### src/rtl/led_status_pkg.sv
package led_status_pkg;

  typedef enum logic {
    MODE_ENUM = 1'b0,
    MODE_CONF = 1'b1
  } link_mode_e;

  // Strobe that counts as a flash trigger in the given mode.
  function automatic logic pick_trigger(link_mode_e mode, logic enum_evt, logic ack_xfer);
    return (mode == MODE_CONF) ? ack_xfer : enum_evt;
  endfunction

  // Next value of the pulse-stretch count; clear beats load beats decrement.
  function automatic int unsigned stretch_next(int unsigned cur, logic load, logic clr,
                                               int unsigned full);
    if (clr)         return 0;
    else if (load)   return full;
    else if (cur != 0) return cur - 1;
    else             return 0;
  endfunction

  // LED level: dark in suspend, else steady level inverted while flashing.
  function automatic logic led_level(logic susp, link_mode_e mode, logic flashing);
    if (susp) return 1'b0;
    return (mode == MODE_CONF) ^ flashing;
  endfunction

endpackage

### src/rtl/led_mode_track.sv
module led_mode_track
  import led_status_pkg::*;
(
  input  logic       clk,
  input  logic       rst_n,
  input  logic       configured_i,
  input  logic       suspend_i,
  input  logic       enum_evt_i,
  input  logic       ack_xfer_i,
  output link_mode_e mode_o,
  output logic       mode_chg_o,
  output logic       trig_o
);

  link_mode_e prev_q;

  assign mode_o     = configured_i ? MODE_CONF : MODE_ENUM;
  assign mode_chg_o = (mode_o != prev_q);
  assign trig_o     = !suspend_i && pick_trigger(mode_o, enum_evt_i, ack_xfer_i);

  always_ff @(posedge clk or negedge rst_n) begin
    if (!rst_n) prev_q <= MODE_ENUM;
    else        prev_q <= mode_o;
  end

  // an off-mode strobe alone never triggers
  p_wrong_mode_r8: assert property (@(posedge clk) disable iff (!rst_n)
    (configured_i && !ack_xfer_i) || (!configured_i && !enum_evt_i) |-> !trig_o);

  // suspend blocks every trigger
  p_no_trig_susp_r6: assert property (@(posedge clk) disable iff (!rst_n)
    suspend_i |-> !trig_o);

endmodule

### src/rtl/led_stretch.sv
module led_stretch
  import led_status_pkg::*;
#(
  parameter int unsigned BLINK_CYCLES = 6_250_000
) (
  input  logic clk,
  input  logic rst_n,
  input  logic load_i,
  input  logic clr_i,
  output logic flash_next_o,
  output logic idle_o
);

  localparam int unsigned CW = $clog2(BLINK_CYCLES + 1);
  localparam logic [CW-1:0] FULL = CW'(BLINK_CYCLES);

  logic [CW-1:0] cnt_q;
  logic [CW-1:0] cnt_d;

  assign cnt_d        = CW'(stretch_next(32'(cnt_q), load_i, clr_i, BLINK_CYCLES));
  assign flash_next_o = (cnt_d != '0);
  assign idle_o       = (cnt_q == '0);

  always_ff @(posedge clk or negedge rst_n) begin
    if (!rst_n) cnt_q <= '0;
    else        cnt_q <= cnt_d;
  end

  // a trigger always restarts from the full length
  p_reload_full_r7: assert property (@(posedge clk) disable iff (!rst_n)
    (load_i && !clr_i) |=> (cnt_q == FULL));

  // a running flash counts down by one per clock
  p_count_down_r3: assert property (@(posedge clk) disable iff (!rst_n)
    (!load_i && !clr_i && cnt_q != '0) |=> (cnt_q == $past(cnt_q) - 1'b1));

  // clear empties the counter
  p_clear_r9: assert property (@(posedge clk) disable iff (!rst_n)
    clr_i |=> (cnt_q == '0));

  // count never exceeds the configured length
  p_no_overflow_r3: assert property (@(posedge clk) disable iff (!rst_n)
    cnt_q <= FULL);

endmodule

### src/rtl/usb_status_led.sv
module usb_status_led
  import led_status_pkg::*;
#(
  parameter int unsigned BLINK_CYCLES = 6_250_000
) (
  input  logic clk,
  input  logic rst_n,
  input  logic enum_evt_i,
  input  logic ack_xfer_i,
  input  logic configured_i,
  input  logic suspend_i,
  output logic led_o
);

  link_mode_e mode;
  logic       mode_chg;
  logic       trig;
  logic       clr;
  logic       flash_next;
  logic       idle;
  logic       led_q;

  led_mode_track u_mode (
    .clk          (clk),
    .rst_n        (rst_n),
    .configured_i (configured_i),
    .suspend_i    (suspend_i),
    .enum_evt_i   (enum_evt_i),
    .ack_xfer_i   (ack_xfer_i),
    .mode_o       (mode),
    .mode_chg_o   (mode_chg),
    .trig_o       (trig)
  );

  assign clr = suspend_i || mode_chg;

  led_stretch #(.BLINK_CYCLES(BLINK_CYCLES)) u_stretch (
    .clk          (clk),
    .rst_n        (rst_n),
    .load_i       (trig),
    .clr_i        (clr),
    .flash_next_o (flash_next),
    .idle_o       (idle)
  );

  always_ff @(posedge clk or negedge rst_n) begin
    if (!rst_n) led_q <= 1'b0;
    else        led_q <= led_level(suspend_i, mode, flash_next);
  end

  assign led_o = led_q;

  // suspend darkens the LED at the next edge
  p_suspend_dark_r6: assert property (@(posedge clk) disable iff (!rst_n)
    suspend_i |=> !led_o);

  // a mode change lands on the steady level of the new mode
  p_mode_steady_r9: assert property (@(posedge clk) disable iff (!rst_n)
    (mode_chg && !suspend_i) |=> (led_o == $past(configured_i)));

  // configured, no flash pending or starting -> lit
  p_conf_lit_r4: assert property (@(posedge clk) disable iff (!rst_n)
    (configured_i && !suspend_i && !mode_chg && !ack_xfer_i && idle) |=> led_o);

  // unconfigured, no flash pending or starting -> dark
  p_enum_dark_r2: assert property (@(posedge clk) disable iff (!rst_n)
    (!configured_i && !enum_evt_i && idle) |=> !led_o);

endmodule

### config.mk
export PLATFORM = sky130hd
export DESIGN_NAME = usb_status_led
export DESIGN_NICKNAME = d
export VERILOG_FILES = /design/src/rtl/led_status_pkg.sv /design/src/rtl/led_mode_track.sv /design/src/rtl/led_stretch.sv /design/src/rtl/usb_status_led.sv
export SDC_FILE = /design/constraint.sdc
export NUM_CORES = 1
export LEC_CHECK = 0
export BUFFER_PORTS_ARGS = -buffer_cell sky130_fd_sc_hd__buf_2
export CORE_ASPECT_RATIO = 1.5
export CORE_MARGIN = 3
export CORE_UTILIZATION = 47
export DETAILED_ROUTE_END_ITERATION = 8
export REMOVE_ABC_BUFFERS = 1
export SLEW_MARGIN = 20
export SYNTH_ARGS = -nofsm -noshare
export SYNTH_HDL_FRONTEND = slang
export SYNTH_SLANG_ARGS = --single-unit
### constraint.sdc
create_clock -name clk -period 3.65 [get_ports clk]
set_input_delay 0.365 -clock clk [delete_from_list [all_inputs] [get_ports clk]]
set_output_delay 0.365 -clock clk [all_outputs]
set_load 0.02 [all_outputs]
==> flow_metrics.tcl <==
set metrics [dict create \
    drive_above_1_share 0.1579 \
    cts.htree.levels 1 \
    diodes 0 \
    ys_seq_elements 25 \
    setup_ws_ps 374.5 \
    synth_cell_types 48 \
    period_share 0.8974 \
    drt_iter0_drc 31 \
    nets 161 \
    synth_area_per_cell_sq_um 10.29 \
    maxCapViolCount 0 \
    critical_path_class "register to register" \
    relSlewSlack 0.5207 \
    routed_via_density 5.958 \
    r2r_setup_slack_ps 370 \
    swShare 0.4185 \
    grt_pass1_vias 1212 \
    io_buffers 6 \
    drt-total-wl_um 3267 \
    core_area_sq_um 2973 \
    placedInstanceArea_sq_um 1558 \
    hold_violations 0 \
    layout_common_cells "dfrtp_1, nor2_1, a21oi_1" \
    place_congestion 0.7937 \
    wl_per_cell_um 17.10 \
    power_leakage_nw 0.6857 \
    cts.sinks 25 \
    power_switching_mw 0.4570 \
    grt_max_degree 26 \
    ant_nets 0 \
    clkPwrFrac 0.149 \
    netlist.top_cell.by_area "dfrtp_1" \
    crit_chain "inv_1 > ha_1 > nor3b_2 > a21boi_0 > a2111oi_0 > nand4_1 > a2111oi_4 > nand4_1 > a21oi_1" \
    dieWidth_um 51.84 \
    rsz0062_at_grt "false" \
    grt.overflow.total 0 \
    seqPwrFrac 0.342 \
    synth-compound-area-share 0.1748 \
    numCtsBuffers 3 \
    synthCells 144 \
    critPathLaunchType "register" \
    finalMaxSlewViolations 0 \
    status "finished clean" \
    ctsResizeCount 0 \
    critical_path_arrival_ps 3480 \
    hpwl_um 2513 \
    die_h_um 74.76 \
    via_count 1138 \
    worstPathMaxFanout 8 \
    reg2reg_depth 9 \
    grt_first_pass_wirelength_um 5664 \
    peakVddDrop_mv 0.4483 \
    r2r-start "u_stretch.cnt_q[0]" \
    finalInstanceArea_sq_um 1604 \
    ys_seq_area_frac 0.4223 \
    tns_ps 0 \
    min_path_type "input pin to async pin" \
    clock_skew_ps 8.094 \
    synthArstFlopShare 1.000 \
    synth_area_leaders "dfrtp_1, xor2_1, xnor2_1" \
    p_int_mw 0.6350 \
    end_kind "register" \
    cp_common_cell "nand4_1" \
    pre_cts_ws_ps 412.8 \
    fillCellCount 272 \
    ys.flop_type "dfrtp_1" \
    cts-root-buf "clkbuf_8" \
    clock_latency_ps 270 \
    area_growth_pct 8.277 \
    post-route-drc-count 0 \
    yosys_warnings 0 \
    clk_pin_slew_ps 90 \
    grt_util_all_layers 0.1975 \
    cts_tree "done" \
    critPathMaxStageDelay_ps 600 \
    synth_fa_ha_area_frac 0.01689 \
    pwr_density_cell_nw_per_um2 680.8 \
    first_pass_iters 4 \
    cts_hold_buf 0 \
    critical_path_required_ps 3850 \
    finalSetupViolCount 0 \
    synth_top_family_by_area "simple AND/OR/NAND/NOR gates" \
    power.share.combinational 0.509 \
    cp_top_family "compound AO/OA/AOI/OAI gates" \
    finalPower_mw 1.092 \
    holdWs_ps 80.25 \
    r2r-end "led_o" \
    grt_antenna_before_repair 0 \
    syn-cell-area_sq_um 1481 \
    cts.path.max_buffers 2 \
    synth_top_area_share 0.4223 \
    ioPinCount 7 \
    start_util 0.4983 \
    fmax_mhz 305.3 \
    synth_edf_count 0 \
    yosys.area_share.simple 0.2736 \
    num_rows 24 \
    finalCriticalPeriod_ps 3275 \
    cts_setup_buffers 0 \
    design.die.area_sq_um 3876 \
    muxShareOfSynthArea 0.006757 \
    path_buf_inv 1 \
    final_common_cell "dfrtp_1" \
    crit_slowest_cell "a2111oi_0" \
    synth-xor-area-share 0.08868 \
    tightest_slew_ps 700.8 \
]
-- worst reg2reg max path: stages, from the launching register on --
cell,delay [ps]
dfrtp_1,450
inv_1,110
ha_1,230
nor3b_2,540
a21boi_0,230
a2111oi_0,600
nand4_1,310
a2111oi_4,440
nand4_1,150
a21oi_1,160
-- synth_stat cells (2+ instances only) --
cell type / count
dfrtp_1: 25
nor2_1: 16
a21oi_1: 10
xor2_1: 8
xnor2_1: 7
nand3_1: 6
o21ai_0: 6
nand4_1: 5
nor4_1: 4
or3_1: 4
nand2_1: 3
nor3_1: 3
a31oi_1: 2
buf_2: 2
clkbuf_1: 2
ha_1: 2
inv_1: 2
nand3b_1: 2
nor2b_1: 2
nor4b_1: 2
o21a_1: 2
o31ai_1: 2
or4_1: 2
-- final cells by class --
class | instances | area, sq um | area share
Multi-Input combinational cell | 113 | 830.8 | 0.5179
Sequential cell | 25 | 625.6 | 0.3900
Clock inverter | 1 | 5.005 | 0.003120
Clock buffer | 3 | 41.29 | 0.02574
Tap cell | 39 | 48.80 | 0.03042
Timing Repair Buffer | 8 | 45.04 | 0.02808
Inverter | 2 | 7.507 | 0.004680
-- power by group through the flow --
| stage | clock (mW) | sequential, mW | combinational [mW] |
|---|---|---|---|
| 6_report | 0.163 | 0.373 | 0.556 |
| 5_1_grt | 0.179 | 0.382 | 0.619 |
| 4_1_cts | 0.170 | 0.373 | 0.560 |
| 3_5_place_dp | 0 | 0.379 | 0.553 |
| 3_3_place_gp | 0 | 0.376 | 0.549 |
| 2_1_floorplan | 0 | 0.370 | 0.437 |
-- worst max path at each step --
stage,cells past startpoint,slack [ps],to,start
2_1_floorplan,7,670,led_o,u_stretch.cnt_q[6]
3_3_place_gp,9,450,led_o,u_stretch.cnt_q[0]
3_5_place_dp,9,410,led_o,u_stretch.cnt_q[0]
4_1_cts,9,330,led_o,u_stretch.cnt_q[0]
5_1_grt,9,100,led_o,u_stretch.cnt_q[0]
6_report,9,370,led_o,u_stretch.cnt_q[0]
-- kinds of logic (layout without fill, tap and decap cells) --
kind of cell | Yosys count | count (layout)
xor+xnor | 15 | 15
flops | 25 | 25
simple gates | 62 | 62
fa+ha+maj | 2 | 2
mux | 1 | 1
compound gates | 33 | 33
buf+inv | 6 | 14
-- sequential cells by signal (all words and copies together), names as in the netlist --
| signal | cells |
|---|---|
| led_o | 1 |
| u_mode.prev_q | 1 |
| u_stretch.cnt_q | 23 |
-- stage by stage --
step	utilization	cells
final	0.5396	191
after CTS	0.5396	191
after global routing	0.5396	191
after detailed placement	0.5240	187
after global placement	0.5240	187
after floorplan	-	140
-- layer usage --
layer,wire length [um],vias to the layer above,part of all wire,track usage
met5,0,-,0,0
met4,48,0,0.015,0.06122
met3,55,5,0.017,0.02178
met2,1907,10,0.58,0.3832
met1,1256,572,0.38,0.2191
li1,-,551,-,-
No activity file was read; power rests on OpenSTA's default activity.
